--- config.mk ---
export PLATFORM = sky130hd
export DESIGN_NAME = gcr_framer
export DESIGN_NICKNAME = d
export VERILOG_FILES = /design/src/rtl/gcr_pkg.sv /design/src/rtl/gcr_read_shifter.sv /design/src/rtl/gcr_bit_counter.sv /design/src/rtl/gcr_code_lookup.sv /design/src/rtl/gcr_write_shifter.sv /design/src/rtl/gcr_framer.sv
export SDC_FILE = /design/constraint.sdc
export NUM_CORES = 1
export LEC_CHECK = 0
export BUFFER_PORTS_ARGS = -buffer_cell sky130_fd_sc_hd__buf_2
export CORE_MARGIN = 4
export CORE_UTILIZATION = 41
export DETAILED_ROUTE_END_ITERATION = 6
export SLEW_MARGIN = 30
export SYNTH_ARGS = -nofsm -noshare
export SYNTH_HDL_FRONTEND = slang
export SYNTH_HIERARCHICAL = 1
export SYNTH_SLANG_ARGS = --single-unit
--- constraint.sdc ---
create_clock -name clk -period 3.15 [get_ports clk]
set_input_delay 0.4725 -clock clk [delete_from_list [all_inputs] [get_ports clk]]
set_output_delay 0.4725 -clock clk [all_outputs]
set_load 0.02 [all_outputs]
--- src/rtl/gcr_pkg.sv ---
package gcr_pkg;

    localparam int NIB_W  = 4;
    localparam int GRP_W  = NIB_W + 1;
    localparam int SYM_W  = 2 * GRP_W;
    localparam int BYTE_W = 2 * NIB_W;

    typedef logic [SYM_W-1:0]  sym_t;
    typedef logic [BYTE_W-1:0] byte_t;
    typedef logic [NIB_W-1:0]  nib_t;
    typedef logic [GRP_W-1:0]  grp_t;

    typedef struct packed {
        logic ok;
        nib_t nib;
    } nib_dec_t;

    // Combined lookup address: direction flag on top, payload below.
    typedef struct packed {
        logic rd;
        sym_t payload;
    } lut_addr_t;

    // Combined lookup result: legality flag, write symbol, read data.
    typedef struct packed {
        logic  valid;
        sym_t  code;
        byte_t data;
    } lut_out_t;

    function automatic grp_t nib_to_grp(input nib_t n);
        grp_t g;
        case (n)
            4'h0: g = 5'b01010;
            4'h1: g = 5'b01011;
            4'h2: g = 5'b10010;
            4'h3: g = 5'b10011;
            4'h4: g = 5'b01110;
            4'h5: g = 5'b01111;
            4'h6: g = 5'b10110;
            4'h7: g = 5'b10111;
            4'h8: g = 5'b01001;
            4'h9: g = 5'b11001;
            4'hA: g = 5'b11010;
            4'hB: g = 5'b11011;
            4'hC: g = 5'b01101;
            4'hD: g = 5'b11101;
            4'hE: g = 5'b11110;
            default: g = 5'b10101;
        endcase
        return g;
    endfunction

    function automatic nib_dec_t grp_to_nib(input grp_t g);
        nib_dec_t d;
        d.ok = 1'b1;
        case (g)
            5'b01010: d.nib = 4'h0;
            5'b01011: d.nib = 4'h1;
            5'b10010: d.nib = 4'h2;
            5'b10011: d.nib = 4'h3;
            5'b01110: d.nib = 4'h4;
            5'b01111: d.nib = 4'h5;
            5'b10110: d.nib = 4'h6;
            5'b10111: d.nib = 4'h7;
            5'b01001: d.nib = 4'h8;
            5'b11001: d.nib = 4'h9;
            5'b11010: d.nib = 4'hA;
            5'b11011: d.nib = 4'hB;
            5'b01101: d.nib = 4'hC;
            5'b11101: d.nib = 4'hD;
            5'b11110: d.nib = 4'hE;
            5'b10101: d.nib = 4'hF;
            default: begin
                d.ok  = 1'b0;
                d.nib = '0;
            end
        endcase
        return d;
    endfunction

endpackage

--- src/rtl/gcr_read_shifter.sv ---
module gcr_read_shifter #(
    parameter int W = gcr_pkg::SYM_W
) (
    input  logic         clk,
    input  logic         rst,
    input  logic         stb,
    input  logic         rd_mode,
    input  logic         bit_in,
    output logic [W-1:0] sr_nxt,
    output logic         sync_now,
    output logic         sync_q
);
    logic [W-1:0] sr;

    always_comb begin
        sr_nxt   = {sr[W-2:0], bit_in & rd_mode};
        sync_now = rd_mode & (&sr_nxt);
    end

    always_ff @(posedge clk) begin
        if (rst) begin
            sr     <= '0;
            sync_q <= 1'b0;
        end else if (stb) begin
            sr     <= sr_nxt;
            sync_q <= sync_now;
        end
    end
endmodule

--- src/rtl/gcr_bit_counter.sv ---
module gcr_bit_counter #(
    parameter int FRAME = gcr_pkg::SYM_W
) (
    input  logic clk,
    input  logic rst,
    input  logic stb,
    input  logic sync_now,
    input  logic sync_prev,
    output logic at_last,
    output logic last_nxt
);
    localparam int CW = $clog2(FRAME);
    localparam logic [CW-1:0] LAST = CW'(FRAME - 1);

    logic [CW-1:0] cnt, cnt_nxt;

    always_comb begin
        if (sync_now || sync_prev)
            cnt_nxt = '0;
        else if (cnt == LAST)
            cnt_nxt = '0;
        else
            cnt_nxt = cnt + 1'b1;
        at_last  = (cnt == LAST);
        last_nxt = (cnt_nxt == LAST);
    end

    always_ff @(posedge clk) begin
        if (rst)
            cnt <= '0;
        else if (stb)
            cnt <= cnt_nxt;
    end
endmodule

--- src/rtl/gcr_code_lookup.sv ---
module gcr_code_lookup
    import gcr_pkg::*;
(
    input  logic     rd_mode,
    input  logic     mode_sel,
    input  sym_t     rd_sym,
    input  byte_t    wr_data,
    output lut_out_t q
);
    localparam int HI_MSB = SYM_W - 2;
    localparam int HI_LSB = NIB_W + 1;
    localparam int MODE_B = NIB_W;

    lut_addr_t addr;
    nib_dec_t  hi_dec, lo_dec;
    nib_t      wr_hi, wr_lo;

    always_comb begin
        addr.rd      = rd_mode;
        addr.payload = rd_mode ? rd_sym
                               : {1'b0, wr_data[BYTE_W-1:NIB_W], mode_sel, wr_data[NIB_W-1:0]};

        hi_dec = grp_to_nib(addr.payload[SYM_W-1 -: GRP_W]);
        lo_dec = grp_to_nib(addr.payload[GRP_W-1:0]);
        wr_hi  = addr.payload[HI_MSB:HI_LSB];
        wr_lo  = addr.payload[NIB_W-1:0];

        if (addr.rd) begin
            q.valid = hi_dec.ok & lo_dec.ok;
            q.code  = '0;
            q.data  = {hi_dec.nib, lo_dec.nib};
        end else begin
            q.valid = 1'b1;
            q.data  = {wr_hi, wr_lo};
            q.code  = addr.payload[MODE_B] ? '1 : {nib_to_grp(wr_hi), nib_to_grp(wr_lo)};
        end
    end
endmodule

--- src/rtl/gcr_write_shifter.sv ---
module gcr_write_shifter #(
    parameter int W = gcr_pkg::SYM_W
) (
    input  logic         clk,
    input  logic         rst,
    input  logic         stb,
    input  logic         load,
    input  logic [W-1:0] load_val,
    output logic         msb
);
    logic [W-1:0] sr;

    always_ff @(posedge clk) begin
        if (rst)
            sr <= '0;
        else if (stb) begin
            if (load)
                sr <= load_val;
            else
                sr <= {sr[W-2:0], 1'b0};
        end
    end

    assign msb = sr[W-1];
endmodule

--- src/rtl/gcr_framer.sv ---
module gcr_framer
    import gcr_pkg::*;
(
    input  logic        clk,
    input  logic        rst,
    input  logic        bit_stb,
    input  logic        bit_in,
    input  logic        rd_mode,
    input  logic        mode_sel,
    input  logic [7:0]  wr_byte,
    output logic        sync_n,
    output logic        ready_n,
    output logic        error_n,
    output logic [7:0]  rd_byte,
    output logic        wr_bit
);
    sym_t     sr_nxt;
    logic     sync_now, sync_q;
    logic     at_last, last_nxt;
    lut_out_t lut;
    logic     bad_q;
    byte_t    byte_q;
    logic     wr_msb;

    gcr_read_shifter #(.W(SYM_W)) u_rd (
        .clk      (clk),
        .rst      (rst),
        .stb      (bit_stb),
        .rd_mode  (rd_mode),
        .bit_in   (bit_in),
        .sr_nxt   (sr_nxt),
        .sync_now (sync_now),
        .sync_q   (sync_q)
    );

    gcr_bit_counter #(.FRAME(SYM_W)) u_cnt (
        .clk       (clk),
        .rst       (rst),
        .stb       (bit_stb),
        .sync_now  (sync_now),
        .sync_prev (sync_q),
        .at_last   (at_last),
        .last_nxt  (last_nxt)
    );

    gcr_code_lookup u_lut (
        .rd_mode  (rd_mode),
        .mode_sel (mode_sel),
        .rd_sym   (sr_nxt),
        .wr_data  (wr_byte),
        .q        (lut)
    );

    gcr_write_shifter #(.W(SYM_W)) u_wr (
        .clk      (clk),
        .rst      (rst),
        .stb      (bit_stb),
        .load     (last_nxt),
        .load_val (lut.code),
        .msb      (wr_msb)
    );

    // Boundary capture of decoded byte and legality flag.
    always_ff @(posedge clk) begin
        if (rst) begin
            byte_q <= '0;
            bad_q  <= 1'b0;
        end else if (bit_stb && last_nxt) begin
            bad_q <= rd_mode & ~lut.valid;
            if (rd_mode)
                byte_q <= lut.data;
        end
    end

    always_comb begin
        sync_n  = ~sync_q;
        ready_n = ~at_last;
        error_n = ~(at_last & bad_q);
        rd_byte = byte_q;
        wr_bit  = ~rd_mode & wr_msb;
    end
endmodule

==> results.yml, run 1 <==
timing:
  final_max_slew_viol_count: 0
  fmax_mhz: 485
  relSlewSlack_pct: 55.4
  finalHoldViolations: 0
  worstMarginPinSlew_ns: 0.669
  post-route-period-util_pct: 65.5
  setup_tns_ns: 0
  finalSetupViolations: 0
  fin_skew_ns: 0.00972
  timing.final.crit_period_ns: 2.06
  fin_hold_ws_ns: 0.470
  rsz0062_at_grt: "no"
  fin_ws_ns: 1.09
yosys:
  synth_flop_cell: "dfxtp_1"
  syn_inst: 252
  ys_seq_area_share_pct: 32.2
  yosysWarnings: 6
  synth_edf_count: 0
  yosysUniqueCellTypes: 50
  netlist_area_um2: 2050
  async_reset_ff_share_pct: 0
  synth_seq_cells: 33
  synthesis.nets: 268
  avgSynthCellArea_um2: 8.14
clocking:
  htreeDepth: 2
  cts_sinks: 33
  clockBufferDepth: 2
  ctsHoldBuffers: 0
  cts_tree: "done"
  cts_setup_buffers: 0
  clk_latency_ns: 0.29
  cts_resized: 0
  cts_buffers: 5
  clkTransAtPathRegs_ns: 0.07
  cts_root_buffer: "clkbuf_8"
floorplan:
  ioPinCount: 26
  die_area_um2: 6200
  core_um2: 4790
  fp.dieW_um: 78.7
  floorplan.initialDensity_pct: 42.8
  row_count: 25
  die_h_um: 78.7
detailed_routing:
  avgViaCountPerCell: 5.39
  ant_nets: 0
  drt_iter0_drc: 103
  wl_um: 4800
  vias: 1838
  dr.pass1.iters: 4
  wl_per_cell_um: 14.1
  drc: 0
critical_path:
  endpoint_kind: "register"
  critPathLaunchType: "register"
  arrival_ns: 2.27
  cp_max_fo: 12
  cp.required_ns: 3.35
  critPathKind: "register to register"
layout:
  final_cell_mix: "dfxtp_1 (33), mux2i_1 (27), nor2_1 (27), buf_2 (25), nand2_1 (22)"
  nets: 289
  final_common_cell: "dfxtp_1"
  drive_above_1_share_pct: 17.5
  syn2layout_area_growth_pct: 14.0
  n_antenna_cell: 0
min_path:
  hold_path_class: "register to register"
place:
  pre_cts_slack_ns: 0.972
  dp_hpwl_um: 3320
  numPortBuffers: 25
  routabilityCongestion: 0.801
pwr:
  p_leak_nw: 0.925
  p_per_area_nw_per_um2: 438
  ir_drop_mv: 0.269
  power_w: 0.00102
grt:
  grt_max_degree: 42
  grt_antenna_before_repair: 0
  grt_pass1_vias: 1679
  grt_usage_pct: 16.2
  grt_pass1_wl_um: 8080
  grt-ovfl-total: 0
run:
  cap_violations: 0
outcome:
  run_status: "finished clean"
[cells in the mapped netlist, types with 2 or more instances]
library cell / number / share of area, %
a211oi_1: 11 / 4.0
a21boi_0: 2 / 0.73
a21oi_1: 12 / 2.9
a31oi_1: 7 / 2.1
and2_1: 2 / 0.61
and3_1: 2 / 0.61
buf_1: 2 / 0.37
buf_2: 6 / 1.5
buf_6: 3 / 1.6
clkbuf_1: 3 / 0.55
dfxtp_1: 33 / 32
ha_1: 2 / 1.2
inv_1: 12 / 2.2
inv_2: 2 / 0.37
mux2i_1: 27 / 13
nand2_1: 22 / 4.0
nand2b_1: 18 / 5.5
nand3_1: 9 / 2.2
nand3b_1: 2 / 0.73
nand4_1: 5 / 1.5
nand4b_1: 3 / 1.3
nor2_1: 27 / 4.9
nor2b_1: 2 / 0.61
nor3_1: 5 / 1.2
o2111ai_1: 2 / 0.85
o21ai_0: 5 / 1.2
o32ai_1: 2 / 0.85
or2_2: 2 / 0.61
[layer usage]
layer	up-vias	global-route usage, %	part of all wire (%)
li1	942	-	-
met3	7	3.51	4.4
met1	850	23.9	53
met2	39	23.3	41
met4	0	5.24	1.1
met5	-	0	0
[stage by stage]
step           instances  util, %  instance area [um^2]
2_1_floorplan        252        -                  2050
3_3_place_gp         333     46.1                  2200
3_5_place_dp         333     46.1                  2200
4_1_cts              341     48.9                  2340
5_1_grt              341     48.9                  2340
6_report             341     48.9                  2340
[worst max-delay path, stage by stage (launching register included)]
cell and delay [ns]:
dfxtp_1 0.54, nand4_1 0.26, nor3_1 0.31, nor2_2 0.12, nand2_1 0.11, nor3_2 0.06, buf_4 0.21, mux2i_1 0.14
a211oi_1 0.24
[cell type report]
class / instances / area [um^2]
clock buffer: 5 / 68.8
multi-input combinational: 191 / 1260
tap: 67 / 83.8
inverter: 14 / 52.6
fill: 496 / 2450
timing repair buffer: 28 / 148
sequential: 33 / 661
clock inverter: 3 / 65.1
[path summary, 6_finish.rpt]
kind | from | end | slack (ns) | cells past startpoint
worst min register to register | rd_byte[0] | rd_byte[0] | 0.47 | 2
worst min-delay path | rd_byte[0] | rd_byte[0] | 0.47 | 2
worst max-delay path | u_rd/sr[8] | u_wr/sr[2] | 1.09 | 8
worst max register to register | u_rd/sr[8] | u_wr/sr[2] | 1.09 | 8
[where the power goes]
group          total, W  switching (W)  internal (W)
sequential     0.000436     0.00000844      0.000427
clock          0.000482       0.000168      0.000314
combinational  0.000106      0.0000635     0.0000427
total           0.00102       0.000240      0.000785
[state kept, by name, indices dropped and copies added, names as in the netlist]
| name | flops |
|---|---|
| u_wr/sr | 10 |
| u_rd/sync_q | 1 |
| u_rd/sr | 9 |
| bad_q | 1 |
| rd_byte | 8 |
| u_cnt/cnt | 4 |
[cell families after synthesis]
| group | Yosys count | share of synthesized area (%) |
|---|---|---|
| simple gates | 106 | 26.8 |
| compound gates | 54 | 18.8 |
| flops | 33 | 32.2 |
| buf+inv | 28 | 6.59 |
| mux | 28 | 13.9 |
| fa+ha+maj | 2 | 1.22 |
| xor+xnor | 1 | 0.427 |
Note: power is estimated with default switching activity, not from simulation.
==> inputs of run 2 (changes only) <==
clock period = 2.1 ns   (was 3.15 ns; I/O delays follow)
==> run 2 against run 1 <==
  * Non-clock buffer count up 12
  * Largest power group is now sequential cells
  * Via count up 1.6%
  * Critical path depth unchanged
  * Global-route usage up 0.43 points
==> results.yml, run 2 (same netlist as run 1, synthesis figures left out) <==
layout:
  largest_register_ffs: 10
  drive_above_1_share_pct: 21.0
  final_common_cell: "dfxtp_1"
  n_antenna_cell: 0
  final_cell_mix: "dfxtp_1 (33), mux2i_1 (27), nor2_1 (27), buf_2 (25), nand2_1 (22)"
  largest_register: "u_wr/sr"
  syn2layout_area_growth_pct: 16.1
  nets: 301
  fillers: 486
critical_path:
  cp.depth: 8
  cp-endpoint: "u_wr/sr[2]"
  path_cells: "nand4_1 > nor3_1 > nor2_2 > nand2_1 > nor3_2 > buf_4 > mux2i_1 > a211oi_1"
  cp_max_fo: 12
  critPathKind: "register to register"
  r2r_start: "u_rd/sr[2]"
  critPathLaunchType: "register"
  worst-path-buf-inv: 1
  reg2reg_depth: 8
  cp-startpoint: "u_rd/sr[2]"
  max_stage_delay_ns: 0.35
  cp_top_family: "simple AND/OR/NAND/NOR gates"
  worst_r2r_endpoint: "u_wr/sr[2]"
  cp.required_ns: 2.29
  arrival_ns: 1.98
  endpoint_kind: "register"
  rrSetupSlack_ns: 0.31
  crit_slowest_cell: "nor3_1"
outcome:
  run_status: "finished clean"
clocking:
  cts_buffers: 5
  clockBufferDepth: 2
  htreeDepth: 2
  clk_latency_ns: 0.28
  clkTransAtPathRegs_ns: 0.07
  ctsHoldBuffers: 0
  cts_setup_buffers: 0
  cts_sinks: 33
  cts_tree: "done"
  cts_root_buffer: "clkbuf_8"
  cts_resized: 0
floorplan:
  row_count: 25
  core_um2: 4790
  die_h_um: 78.7
  die_area_um2: 6200
  ioPinCount: 26
  fp.dieW_um: 78.7
  floorplan.initialDensity_pct: 42.8
detailed_routing:
  wl_um: 4860
  dr.pass1.iters: 4
  ant_nets: 0
  wl_per_cell_um: 13.8
  avgViaCountPerCell: 5.29
  drc: 0
  drt_iter0_drc: 86
  vias: 1867
timing:
  setup_tns_ns: 0
  timing.final.crit_period_ns: 1.79
  final_max_slew_viol_count: 0
  finalSetupViolations: 0
  fin_hold_ws_ns: 0.362
  fin_skew_ns: 0.00249
  fmax_mhz: 560
  worstMarginPinSlew_ns: 0.653
  post-route-period-util_pct: 85.1
  relSlewSlack_pct: 56.5
  rsz0062_at_grt: "no"
  finalHoldViolations: 0
place:
  numPortBuffers: 25
  routabilityCongestion: 0.843
  dp_hpwl_um: 3470
run:
  cap_violations: 0
pwr:
  p_per_area_nw_per_um2: 542
  ir_drop_mv: 0.343
  power_w: 0.00129
  p_leak_nw: 0.965
grt:
  grt_pass1_vias: 1772
  grt_pass1_wl_um: 8340
  grt_usage_pct: 16.7
  grt-ovfl-total: 0
  grt_max_degree: 42
  grt_antenna_before_repair: 0
min_path:
  hold_path_class: "input port to register"
  min_path_cells: 4
==> run 2: cell count changes in the layout (fill, tap and decap cells not counted) <==
cell / delta
buf_4: +12
clkinvlp_4: +1
bufinv_16: -2
clkinv_2: +1
==> run 2: worst min path at each step <==
stage                          start           end  slack, ns
final                        bit_stb  u_cnt/cnt[1]       0.36
after global routing         bit_stb  u_cnt/cnt[1]       0.37
after CTS                    bit_stb  u_cnt/cnt[1]       0.35
after detailed placement  rd_byte[5]    rd_byte[5]       0.46
after global placement    rd_byte[3]    rd_byte[3]       0.46
after floorplan                  rst  u_cnt/cnt[0]       0.38
==> run 2: worst reg2reg max path, cell delays in order (launching register included) <==
cell      delay [ns]
dfxtp_1         0.34
nand4_1         0.14
nor3_1          0.35
nor2_2          0.12
nand2_1         0.11
nor3_2          0.05
buf_4           0.21
mux2i_1         0.14
a211oi_1        0.25
==> run 2: final cells by class <==
class	instances	area (um^2)	area share, %
well taps	67	83.8	3.52
inverters	14	52.6	2.21
flip-flops and latches	33	661	27.7
clock inverters	3	17.5	0.736
clock buffers	5	68.8	2.89
repair buffers	40	238	9.98
multi-input cells	191	1260	52.9
==> run 2: per-layer routing <==
| metal | wire length [um] | vias to the layer above | global-route usage (%) |
|---|---|---|---|
| met4 | 57 | 0 | 5.24 |
| met5 | 0 | - | 0 |
| met1 | 2440 | 862 | 23.6 |
| met2 | 2130 | 34 | 24.4 |
| li1 | - | 965 | - |
| met3 | 231 | 6 | 4.42 |
==> run 2: where the power goes <==
group / leakage [nW] / switching, W / internal [W] / total [W]
clock: 0.0439 / 0.000243 / 0.000229 / 0.000472
combinational: 0.653 / 0.0000972 / 0.0000685 / 0.000166
sequential: 0.268 / 0.0000108 / 0.000641 / 0.000652
==> run 2: stage by stage <==
| step | setup WS [ns] | cells | utilization [%] | area [um^2] |
|---|---|---|---|---|
| 6_report | 0.314 | 353 | 49.8 | 2380 |
| 5_1_grt | 0.101 | 353 | 49.8 | 2380 |
| 4_1_cts | 0.309 | 353 | 49.8 | 2380 |
| 3_5_place_dp | 0.180 | 345 | 47.9 | 2290 |
| 3_3_place_gp | 0.242 | 345 | 47.9 | 2290 |
| 2_1_floorplan | 0.385 | 252 | - | 2050 |
